$ cat src/rtl/rpt_pkg.sv
package rpt_pkg;

    localparam int INSTR_W = 17;
    localparam int OPND_W  = 8;
    localparam int PFX_W   = INSTR_W - OPND_W;

    localparam logic [PFX_W-1:0] PFX_IMM = 9'h1F8;
    localparam logic [PFX_W-1:0] PFX_MEM = 9'h1BE;

    typedef enum logic [1:0] {
        ST_IDLE,
        ST_LOAD,
        ST_ARMED,
        ST_REPEAT
    } seq_state_e;

    typedef enum logic [1:0] {
        K_NONE,
        K_IMM,
        K_MEM
    } rpt_kind_e;

    typedef struct packed {
        rpt_kind_e          kind;
        logic [OPND_W-1:0]  operand;
    } rpt_dec_t;

    function automatic rpt_dec_t rpt_decode_word(input logic [INSTR_W-1:0] w);
        rpt_dec_t d;
        d.operand = w[OPND_W-1:0];
        if (w[INSTR_W-1:OPND_W] == PFX_IMM)
            d.kind = K_IMM;
        else if (w[INSTR_W-1:OPND_W] == PFX_MEM)
            d.kind = K_MEM;
        else
            d.kind = K_NONE;
        return d;
    endfunction

endpackage

$ cat src/rtl/rpt_decode.sv
module rpt_decode
    import rpt_pkg::*;
(
    input  logic [INSTR_W-1:0] word_i,
    output rpt_dec_t           dec_o,
    output logic               is_rpt_o
);
    always_comb begin
        dec_o    = rpt_decode_word(word_i);
        is_rpt_o = (dec_o.kind != K_NONE);
    end
endmodule

$ cat src/rtl/rpt_counter.sv
module rpt_counter #(
    parameter int CW = 8
) (
    input  logic          clk,
    input  logic          rst,
    input  logic          load_en,
    input  logic [CW-1:0] load_val,
    input  logic          clr,
    input  logic          start,
    input  logic          step,
    output logic          last_o
);
    localparam int RW = CW + 1;

    logic [CW-1:0] cnt_q;
    logic [RW-1:0] rem_q;

    always_ff @(posedge clk) begin
        if (rst) begin
            cnt_q <= '0;
        end else if (load_en) begin
            cnt_q <= load_val;
        end else if (clr || start) begin
            cnt_q <= '0;
        end
    end

    always_ff @(posedge clk) begin
        if (rst) begin
            rem_q <= '0;
        end else if (start) begin
            rem_q <= {1'b0, cnt_q} + RW'(1);
        end else if (step && rem_q != '0) begin
            rem_q <= rem_q - RW'(1);
        end
    end

    assign last_o = (rem_q == RW'(1));
endmodule

$ cat src/rtl/rpt_irq_hold.sv
module rpt_irq_hold (
    input  logic clk,
    input  logic rst,
    input  logic irq_i,
    input  logic release_i,
    output logic grant_o
);
    logic pend_q;

    assign grant_o = pend_q && release_i;

    always_ff @(posedge clk) begin
        if (rst)
            pend_q <= 1'b0;
        else
            pend_q <= irq_i || (pend_q && !grant_o);
    end
endmodule

$ cat src/rtl/rpt_seq.sv
module rpt_seq
    import rpt_pkg::*;
#(
    parameter int MEM_W = 16
) (
    input  logic               clk,
    input  logic               rst,
    input  logic [INSTR_W-1:0] instr_i,
    input  logic [MEM_W-1:0]   mem_rdata_i,
    input  logic               repeatable_i,
    input  logic               irq_i,
    output logic               issue_o,
    output logic               pc_hold_o,
    output logic               irq_grant_o
);
    localparam int CW = OPND_W;

    seq_state_e state_q, state_d;
    rpt_dec_t   dec;
    logic       is_rpt;
    logic       ld_en, clr, start, step, last;
    logic [CW-1:0] ld_val;
    logic       idle_release;
    logic [CW-1:0] mem_low;

    assign mem_low = CW'(mem_rdata_i);

    rpt_decode u_dec (
        .word_i   (instr_i),
        .dec_o    (dec),
        .is_rpt_o (is_rpt)
    );

    rpt_counter #(.CW(CW)) u_cnt (
        .clk      (clk),
        .rst      (rst),
        .load_en  (ld_en),
        .load_val (ld_val),
        .clr      (clr),
        .start    (start),
        .step     (step),
        .last_o   (last)
    );

    rpt_irq_hold u_irq (
        .clk       (clk),
        .rst       (rst),
        .irq_i     (irq_i),
        .release_i (idle_release),
        .grant_o   (irq_grant_o)
    );

    always_comb begin
        state_d      = state_q;
        issue_o      = 1'b1;
        pc_hold_o    = 1'b0;
        ld_en        = 1'b0;
        ld_val       = dec.operand;
        clr          = 1'b0;
        start        = 1'b0;
        step         = 1'b0;
        idle_release = 1'b0;
        unique case (state_q)
            ST_IDLE: begin
                idle_release = !is_rpt;
                if (dec.kind == K_IMM) begin
                    ld_en   = 1'b1;
                    state_d = ST_ARMED;
                end else if (dec.kind == K_MEM) begin
                    state_d = ST_LOAD;
                end
            end
            ST_LOAD: begin
                issue_o   = 1'b0;
                pc_hold_o = 1'b1;
                ld_en     = 1'b1;
                ld_val    = mem_low;
                state_d   = ST_ARMED;
            end
            ST_ARMED: begin
                if (repeatable_i && !is_rpt) begin
                    pc_hold_o = 1'b1;
                    start     = 1'b1;
                    state_d   = ST_REPEAT;
                end else begin
                    clr     = 1'b1;
                    state_d = ST_IDLE;
                end
            end
            ST_REPEAT: begin
                step      = 1'b1;
                pc_hold_o = !last;
                if (last)
                    state_d = ST_IDLE;
            end
            default: state_d = ST_IDLE;
        endcase
    end

    always_ff @(posedge clk) begin
        if (rst)
            state_q <= ST_IDLE;
        else
            state_q <= state_d;
    end
endmodule

$ cat config.mk
export PLATFORM = sky130hd
export DESIGN_NAME = rpt_seq
export DESIGN_NICKNAME = d
export VERILOG_FILES = /design/src/rtl/rpt_pkg.sv /design/src/rtl/rpt_decode.sv /design/src/rtl/rpt_counter.sv /design/src/rtl/rpt_irq_hold.sv /design/src/rtl/rpt_seq.sv
export SDC_FILE = /design/constraint.sdc
export NUM_CORES = 1
export LEC_CHECK = 0
export ABC_AREA = 1
export BUFFER_PORTS_ARGS = -buffer_cell sky130_fd_sc_hd__buf_2
export CAP_MARGIN = 20
export CORE_MARGIN = 1
export CORE_UTILIZATION = 50
export DETAILED_ROUTE_END_ITERATION = 10
export PLACE_DENSITY_LB_ADDON = 0.1
export SLEW_MARGIN = 20
export SYNTH_ARGS = -nofsm -noshare
export SYNTH_HDL_FRONTEND = slang
export SYNTH_SLANG_ARGS = --single-unit
$ cat constraint.sdc
create_clock -name clk -period 4.2 [get_ports clk]
set_input_delay 0.21 -clock clk [delete_from_list [all_inputs] [get_ports clk]]
set_output_delay 0.21 -clock clk [all_outputs]
set_load 0.01 [all_outputs]
==> results.py, run 1 <==
metrics = {
    "outcome": {
        "outcome": "completed",
    },
    "routing": {
        "total_wire_length_um": 2860,
        "drc": 0,
        "detail_route_antenna_nets": 0,
        "drt_iter0_markers": 42,
        "routed-via-count": 1349,
        "drt_pre_antenna_iters": 4,
        "vias_cell": 4.888,
        "avgRoutedWirePerCell_um": 10.36,
    },
    "grt": {
        "first_global_vias": 1182,
        "overflow": 0,
        "maximum_number_of_pins_on_one_net_before_global_route_repair": 17,
        "grt_first_pass_wirelength_um": 5030,
        "global_route.usage.total": 0.2014,
        "antenna_found_initial": 0,
    },
    "floorplanning": {
        "initial_utilization": 0.5517,
        "design.die.area_um2": 3050,
        "fp-row-count": 18,
        "floorplan.die.width_um": 55.23,
        "floorplan.die.height_um": 55.23,
        "fp.coreArea_um2": 2567,
        "ios": 40,
    },
    "clock_tree": {
        "htreeDepth": 1,
        "clock_insertion_delay_worst_skew_ps": 310,
        "cts.path.max_buffers": 2,
        "number_of_instances_resized_during_post_cts_repair": 0,
        "clock-root-buffer": "clkbuf_4",
        "ctsHoldBuffers": 0,
        "cts_inserted_buffers": 3,
        "cts_setup_buffers": 0,
        "clk_pin_slew_worst_paths_ps": 110,
        "cts_sinks": 20,
        "clock_tree_from_tritoncts": "done",
    },
    "power_and_ir_drop": {
        "worst_ir_drop_vdd_mv": 0.2102,
        "combPwrFrac": 0.144,
        "clkPwrFrac": 0.313,
        "power.density_cell_area_nw_per_um2": 222.9,
        "power_switching_share": 0.2525,
        "power.switching_uw": 91.54,
        "intPower_uw": 271.0,
        "power.share.sequential": 0.542,
        "power.static_leakage_uw": 0.0008080,
    },
    "layout": {
        "drive_above_1_share": 0.2520,
        "syn2layout_area_growth_pct": 14.84,
        "fillCellCount": 267,
        "design_area_um2": 1627,
        "design.final.nets": 287,
        "antennaDiodeCount": 0,
        "fin_cells": 276,
    },
    "sta": {
        "timing.final.crit_share": 0.3956,
        "max_freq_mhz": 601.9,
        "final_max_slew_violation_count": 0,
        "final_worst_clock_skew_ps": 8.845,
        "post-route-min-period_ps": 1661,
        "final_setup_violation_count": 0,
        "max_slew_margin": 0.7495,
        "tightestPinTransition_ps": 374.4,
        "hold_slack_ps": 107.0,
        "unrepaired_setup_endpoints_after_global_routing": "no",
        "finalSetupTns_ps": 0,
        "hold_viol": 0,
    },
    "synth": {
        "yosys.cell_types.count": 28,
        "post_synth_inst_count": 214,
        "net_count_synth": 254,
        "synth-seq-area-share": 0.2827,
        "flip_flop_and_latch_count_after_synthesis": 20,
        "netlist_area_um2": 1416,
        "post_synthesis_mean_instance_area_um2": 6.618,
        "yosysWarnings": 0,
    },
    "placement": {
        "post_dp_cell_area_um2": 1590,
        "dp_hpwl_um": 2246,
        "routabilityCongestion": 0.8068,
        "number_of_cells_in_the_design_after_placement": 272,
        "io_buffers": 31,
    },
    "hold_path": {
        "hold_path_startpoint": "irq_i",
        "min-delay-path-class": "primary input to flop",
    },
    "critical_path": {
        "worst-setup-path-type": "flop to output pin",
        "cp_data_required_time_ps": 3990,
        "critical_path.startpoint_type": "flop",
        "critical_path.reg2reg.startpoint": "u_cnt.cnt_q[0]",
        "critPathMaxFanout": 13,
        "cp-startpoint": "state_q[1]",
        "critical_path_arrival_ps": 1450,
        "endpoint_kind": "output pin",
    },
    "run": {
        "max-cap-violations": 0,
    },
}
[cell usage after synthesis, drive strengths merged]
cell    count  share of area
nand2      63           0.19
clkinv      2         0.0097
or2         1         0.0044
nor3        2         0.0071
inv        32          0.085
ha          3          0.027
clkbuf      1         0.0026
a21oi      16          0.062
mux2        8          0.064
buf         2          0.011
xor2        4          0.025
nand3      22          0.094
nor2       24          0.076
dfxtp      20           0.28
xnor2       4          0.025
nand4       4          0.018
o21ai       6          0.021
[path summary, 6_finish.rpt]
kind	cells past startpoint	slack [ps]	to
worst max register to register	8	2710	u_cnt.rem_q[6]
worst min register to register	2	470	u_cnt.rem_q[1]
worst max-delay path	5	2540	pc_hold_o
worst min-delay path	3	110	u_irq.pend_q
[critical path, cell delays in order (launching register included)]
cell,delay (ps)
dfxtp_1,470
nand3_2,130
clkinv_2,90
nand3_4,170
nand3_1,160
buf_2,140
[state kept, by name, summed over array words and instances (netlist names)]
signal and cells:
u_cnt.cnt_q 8, u_cnt.rem_q 9, state_q 2, u_irq.pend_q 1
[cells in the final DEF, fill, tap and decap left out]
cell type	synthesis	layout
nand2_1	57	57
buf_2	0	31
inv_1	30	30
nor2_1	21	21
dfxtp_1	20	20
nand3_1	19	19
a21oi_1	14	14
mux2_2	8	8
nand4_1	4	4
xor2_1	4	4
o21ai_0	4	4
xnor2_1	4	4
nand2_4	3	3
nand2_2	3	3
ha_1	3	3
clkbuf_4	0	3
nand3_2	2	2
inv_2	2	2
nor2_4	2	2
o21ai_1	2	2
nor3_1	2	2
a21oi_2	2	2
clkinv_2	1	1
nand3_4	1	1
clkinv_4	1	1
nor2_2	1	1
or2_2	1	1
clkbuf_8	0	1
[stage by stage]
step	total power [µW]	setup slack (ps)	util
2_1_floorplan	233.7	2821	-
3_3_place_gp	252.7	2742	0.6194
3_5_place_dp	253.3	2708	0.6194
4_1_cts	366.7	2518	0.6335
5_1_grt	383.3	2429	0.6335
6_report	362.5	2539	0.6335
[power groups by stage]
| stage | Combinational (µW) | Clock, µW | Sequential, µW |
|---|---|---|---|
| after global placement | 52.0 | 0 | 201 |
| after CTS | 52.8 | 117 | 197 |
| after detailed placement | 52.4 | 0 | 201 |
| after global routing | 58.9 | 127 | 197 |
| after floorplan | 33.7 | 0 | 200 |
| final | 52.3 | 114 | 197 |
[layout make-up]
type / instances / area [µm²] / area share
inverter: 34 / 133.9 / 0.08231
sequential: 20 / 400.4 / 0.2462
multi-input combinational: 157 / 863.3 / 0.5308
tap: 30 / 37.54 / 0.02308
clock buffer: 4 / 36.28 / 0.02231
timing repair buffer: 31 / 155.1 / 0.09538
[cell families (layout without fill, tap and decap cells)]
group,count (synthesis),after routing,synth area share
AND/OR/NAND/NOR,116,116,0.3869
adder cells (fa/ha/maj),3,3,0.02650
AO/OA/AOI/OAI,22,22,0.08304
flip-flops,20,20,0.2827
multiplexers,8,8,0.06361
XOR/XNOR,8,8,0.04946
buffers and inverters,37,69,0.1078
[metal layers]
layer | up-vias | part of all wire | track usage
li1 | 740 | - | -
met1 | 582 | 0.49 | 0.2693
met2 | 25 | 0.47 | 0.3287
met3 | 2 | 0.036 | 0.04918
met4 | 0 | 0.0066 | 0.04286
met5 | - | 0 | 0
Note: power is estimated with default switching activity, not from simulation.
==> run 2, diff against run 1 <==
CORE_UTILIZATION = 47   (was 50)
clock period = 1.4 ns   (was 4.2 ns; I/O delays follow)
==> results.py, run 2 (synthesized netlist as in run 1, its figures left out) <==
metrics = {
    "outcome": {
        "outcome": "complete, but fails checks",
        "failed_checks": "negative setup slack",
    },
    "layout": {
        "design_area_um2": 1922,
        "largest_register_ff_count": 9,
        "mostFrequentLayoutCells": "nand2_1, buf_2, inv_1",
        "reg.largest.list": "u_cnt.rem_q (9), u_cnt.cnt_q (8), state_q (2)",
        "registers.top_by_ff_count": "u_cnt.rem_q",
        "design.final.nets": 311,
        "drive_above_1_share": 0.4111,
        "antennaDiodeCount": 0,
        "fin_cells": 301,
        "final_common_cell": "nand2_1",
        "fillCellCount": 259,
        "syn2layout_area_growth_pct": 35.69,
    },
    "critical_path": {
        "worst-path-buf-inv": 3,
        "cp-startpoint": "u_cnt.rem_q[1]",
        "critical_path.reg2reg.startpoint": "u_cnt.rem_q[0]",
        "critPathMaxStageDelay_ps": 340,
        "critical_path.startpoint_type": "flop",
        "cp_data_required_time_ps": 1330,
        "crit_slowest_cell": "dfxtp_2",
        "critical_path_arrival_ps": 1330,
        "cp_common_cell": "buf_6",
        "critPathMaxFanout": 2,
        "worst_path_dominant_cell_family": "flip-flops",
        "endpoint_kind": "output pin",
        "path_cells": "inv_2 > buf_6 > ha_4 > nand4_1 > nand2_2 > nand3_2 > buf_6",
        "worst-setup-path-type": "flop to output pin",
    },
    "sta": {
        "hold_viol": 0,
        "final_worst_clock_skew_ps": 4.208,
        "max_freq_mhz": 712.1,
        "max_slew_margin": 0.8454,
        "fin_ws_ps": -4.320,
        "post-route-min-period_ps": 1404,
        "finalSetupTns_ps": -4.320,
        "unrepaired_setup_endpoints_after_global_routing": "yes",
        "tightestPinTransition_ps": 231.6,
        "final_max_slew_violation_count": 0,
        "final_setup_violation_count": 1,
        "timing.final.crit_share": 1.003,
    },
    "routing": {
        "detail_route_antenna_nets": 0,
        "vias_cell": 4.791,
        "drt_iter0_markers": 27,
        "routed-via-count": 1442,
        "total_wire_length_um": 3200,
        "drc": 0,
        "avgRoutedWirePerCell_um": 10.63,
        "drt_pre_antenna_iters": 4,
    },
    "clock_tree": {
        "htreeDepth": 1,
        "clock-root-buffer": "clkbuf_4",
        "cts.path.max_buffers": 2,
        "clock_insertion_delay_worst_skew_ps": 310,
        "cts_inserted_buffers": 3,
        "clock_tree_from_tritoncts": "done",
        "cts_sinks": 20,
        "clk_pin_slew_worst_paths_ps": 120,
    },
    "grt": {
        "global_route.usage.total": 0.2208,
        "antenna_found_initial": 0,
        "grt_first_pass_wirelength_um": 5630,
        "maximum_number_of_pins_on_one_net_before_global_route_repair": 16,
        "first_global_vias": 1385,
        "overflow": 0,
    },
    "placement": {
        "routabilityCongestion": 0.8134,
        "post_dp_cell_area_um2": 1704,
        "dp_hpwl_um": 2355,
        "placement.setup.worst_slack_ps": -2.228,
        "number_of_cells_in_the_design_after_placement": 288,
        "io_buffers": 31,
    },
    "floorplanning": {
        "ios": 40,
        "initial_utilization": 0.5049,
        "floorplan.die.height_um": 56.90,
        "design.die.area_um2": 3237,
        "fp-row-count": 19,
        "floorplan.die.width_um": 56.90,
        "fp.coreArea_um2": 2805,
    },
    "hold_path": {
        "hold_path_startpoint": "rst",
        "min-delay-path-class": "primary input to flop",
    },
    "power_and_ir_drop": {
        "power.static_leakage_uw": 0.0009601,
        "worst_ir_drop_vdd_mv": 0.4059,
        "power.density_cell_area_nw_per_um2": 656.1,
    },
    "run": {
        "max-cap-violations": 0,
    },
}
[run 2: cell types whose count changed in the layout (fill, tap and decap cells not counted), moves of 3 or more]
cell | before | now
a21oi_2 | 2 | 5
nor2_2 | 1 | 5
ha_1 | 3 | 0
nor2_1 | 21 | 17
a21oi_1 | 14 | 11
dfxtp_1 | 20 | 10
dfxtp_2 | 0 | 9
buf_4 | 0 | 22
[run 2: layer usage]
metal	share of wire	wire, µm	global-route usage	up-vias
met2	0.49	1552	0.3882	23
met5	0	0	0	-
met3	0.028	89	0.05069	6
li1	-	-	-	788
met1	0.48	1525	0.2672	625
met4	0.010	33	0.05923	0
[run 2: path summary, 6_finish.rpt]
kind                     to  slack [ps]  depth (start not counted)
max               pc_hold_o          -4                          7
max reg2reg  u_cnt.rem_q[7]          20                         10
min          u_cnt.rem_q[4]         110                          4
min reg2reg  u_cnt.cnt_q[7]         490                          2
[run 2: report_power, final]
part / switching, µW / internal (µW)
Clock: 193 / 290
Combinational: 95.3 / 96.6
Sequential: 8.25 / 578
[run 2: layout make-up]
type                            count  area (µm²)  share of cell area
Multi-Input combinational cell    157       933.4              0.4857
Timing Repair Buffer               55       347.8              0.1810
Tap cell                           31       38.79             0.02018
Inverter                           34       133.9             0.06966
Clock inverter                      1       30.03             0.01563
Clock buffer                        3       22.52             0.01172
Sequential cell                    20       415.4              0.2161
[run 2: tightest hold or removal path: stages]
cell	delay (ps)
buf_2	80
inv_1	110
o21ai_2	80
nor2_1	40
[run 2: per-stage QoR]
stage / power, µW / hold WS [ps] / utilization
after global placement: 769.4 / 288.4 / 0.6075
final: 1261 / 105.5 / 0.6851
after CTS: 1264 / 95.65 / 0.6637
after floorplan: 701.1 / 187.4 / -
after detailed placement: 771.7 / 291.7 / 0.6075
after global routing: 1320 / 110.8 / 0.6851
[run 2: timing repair]
action,in CTS,in global routing
endpoints found under the hold margin,1,0
pin swaps,5,2
hold buffers,1,0
endpoints found under the setup margin,5,11
gates resized for setup,15,18
gates cloned,0,0
setup buffers,7,1
==> run 3, diff against run 2 <==
HOLD_SLACK_MARGIN = 0.15   (was default)
SETUP_SLACK_MARGIN = 0.4   (was default)
==> results.py, run 3 (synthesized netlist as in run 1, its figures left out) <==
metrics = {
    "routing": {
        "avgRoutedWirePerCell_um": 12.73,
        "routed-via-count": 1589,
        "drt_pre_antenna_iters": 4,
        "vias_cell": 4.981,
        "drt_iter0_markers": 83,
        "total_wire_length_um": 4061,
        "drc": 0,
        "detail_route_antenna_nets": 0,
    },
    "sta": {
        "post-route-min-period_ps": 1401,
        "timing.final.crit_share": 1.000,
        "fin_ws_ps": -0.6577,
        "final_setup_violation_count": 1,
        "hold_viol": 0,
        "finalSetupTns_ps": -0.6577,
        "final_worst_clock_skew_ps": 4.756,
        "tightestPinTransition_ps": 268.1,
        "max_freq_mhz": 714.0,
        "unrepaired_setup_endpoints_after_global_routing": "yes",
        "final_max_slew_violation_count": 0,
        "max_slew_margin": 0.8208,
    },
    "layout": {
        "largest_register_ff_count": 9,
        "design_area_um2": 2290,
        "syn2layout_area_growth_pct": 61.66,
        "reg.largest.list": "u_cnt.rem_q (9), u_cnt.cnt_q (8), state_q (2)",
        "registers.top_by_ff_count": "u_cnt.rem_q",
        "fillCellCount": 167,
        "drive_above_1_share": 0.4618,
        "mostFrequentLayoutCells": "nand2_1, buf_2, inv_1",
        "design.final.nets": 329,
        "antennaDiodeCount": 0,
        "final_common_cell": "nand2_1",
    },
    "floorplanning": {
        "design.die.area_um2": 3237,
        "fp-row-count": 19,
        "floorplan.die.height_um": 56.90,
        "initial_utilization": 0.5049,
        "fp.coreArea_um2": 2805,
        "floorplan.die.width_um": 56.90,
        "ios": 40,
    },
    "clock_tree": {
        "cts_inserted_buffers": 3,
        "clk_pin_slew_worst_paths_ps": 120,
        "cts_sinks": 20,
        "htreeDepth": 1,
        "cts.path.max_buffers": 2,
        "clock_insertion_delay_worst_skew_ps": 320,
        "clock-root-buffer": "clkbuf_4",
        "clock_tree_from_tritoncts": "done",
    },
    "outcome": {
        "outcome": "complete, but fails checks",
        "failed_checks": "negative setup slack",
    },
    "run": {
        "max-cap-violations": 0,
    },
    "grt": {
        "global_route.usage.total": 0.2476,
        "antenna_found_initial": 0,
        "grt_first_pass_wirelength_um": 6285,
        "first_global_vias": 1534,
        "maximum_number_of_pins_on_one_net_before_global_route_repair": 16,
        "overflow": 0,
    },
    "placement": {
        "dp_hpwl_um": 2356,
        "routabilityCongestion": 0.7478,
        "post_dp_cell_area_um2": 1749,
        "io_buffers": 31,
        "placement.setup.worst_slack_ps": 59.02,
    },
    "hold_path": {
        "min-delay-path-class": "primary input to flop",
    },
    "power_and_ir_drop": {
        "power_switching_share": 0.2881,
        "worst_ir_drop_vdd_mv": 0.4274,
        "power.switching_uw": 336.4,
        "intPower_uw": 831.1,
        "power.static_leakage_uw": 0.001117,
        "clkPwrFrac": 0.267,
        "power.share.sequential": 0.501,
        "power.density_cell_area_nw_per_um2": 509.9,
        "combPwrFrac": 0.232,
    },
    "critical_path": {
        "endpoint_kind": "output pin",
        "critical_path_arrival_ps": 1330,
        "worst-setup-path-type": "flop to output pin",
        "cp_data_required_time_ps": 1330,
        "critical_path.startpoint_type": "flop",
        "critPathMaxFanout": 3,
    },
}
[run 3: cell count changes in the layout (fill, tap and decap cells not counted), moves of 5 or more]
cell           previous run  this run
dlygate4sd3_1             1        17
a21oi_1                  11         5
mux2_2                    8         0
buf_4                    22        17
nand2_1                  56        47
nand2_2                   4        11
a21oi_2                   5        11
mux2_4                    0         8
[run 3: area by class of cell]
class                      count  area (µm²)  share of cell area
clock buffer                   4       26.28             0.01148
inverter                      34       157.7             0.06885
multi-input combinational    158        1095              0.4781
sequential                    20       421.7              0.1842
tap                           31       38.79             0.01694
timing repair buffer          72       550.5              0.2404
[run 3: layer usage]
layer  GRT usage  vias up  part of all wire
met3     0.03456        7             0.034
met4     0.09408        0             0.020
met1      0.2811      715              0.42
met5           0        -                 0
li1            -      827                 -
met2      0.4605       40              0.53
[run 3: final timing paths]
check	to	slack, ps	startpoint	depth (start not counted)
hold reg to reg	u_cnt.rem_q[1]	480	u_cnt.rem_q[1]	2
setup reg to reg	u_cnt.rem_q[0]	40	u_cnt.rem_q[4]	10
setup / recovery	pc_hold_o	-0.7	u_cnt.rem_q[1]	6
hold / removal	u_cnt.cnt_q[1]	160	instr_i[1]	4
[run 3: power by group through the flow]
stage | Sequential [µW] | Clock [µW] | Combinational, µW
after floorplan | 598 | 0 | 116
after global placement | 599 | 0 | 176
after detailed placement | 599 | 0 | 180
after CTS | 586 | 312 | 237
after global routing | 586 | 339 | 292
final | 585 | 312 | 271
[run 3: repair_timing]
action | CTS | global route
pin swaps | 12 | 11
cloned | 1 | 0
gates resized for setup | 30 | 25
hold endpoints to repair | 15 | 3
setup endpoints to repair | 23 | 23
buffers inserted | 13 | 4
hold buffers | 13 | 4
[run 3: critical path, cell delays in order, from the launching register on]
cell and delay, ps:
dfxtp_2 350, inv_2 80, ha_1 140, nand4_1 130, nand2_2 100, nand3_2 70, buf_2 140
[run 3: through the flow]
stage / cells / util / hold slack, ps / power [µW]
after CTS: 311 / 0.7560 / 150.0 / 1135
after detailed placement: 280 / 0.6236 / 292.1 / 779.4
final: 319 / 0.8162 / 156.8 / 1167
after floorplan: 214 / - / 187.4 / 713.8
after global routing: 319 / 0.8162 / 168.9 / 1216
after global placement: 280 / 0.6236 / 282.7 / 775.6
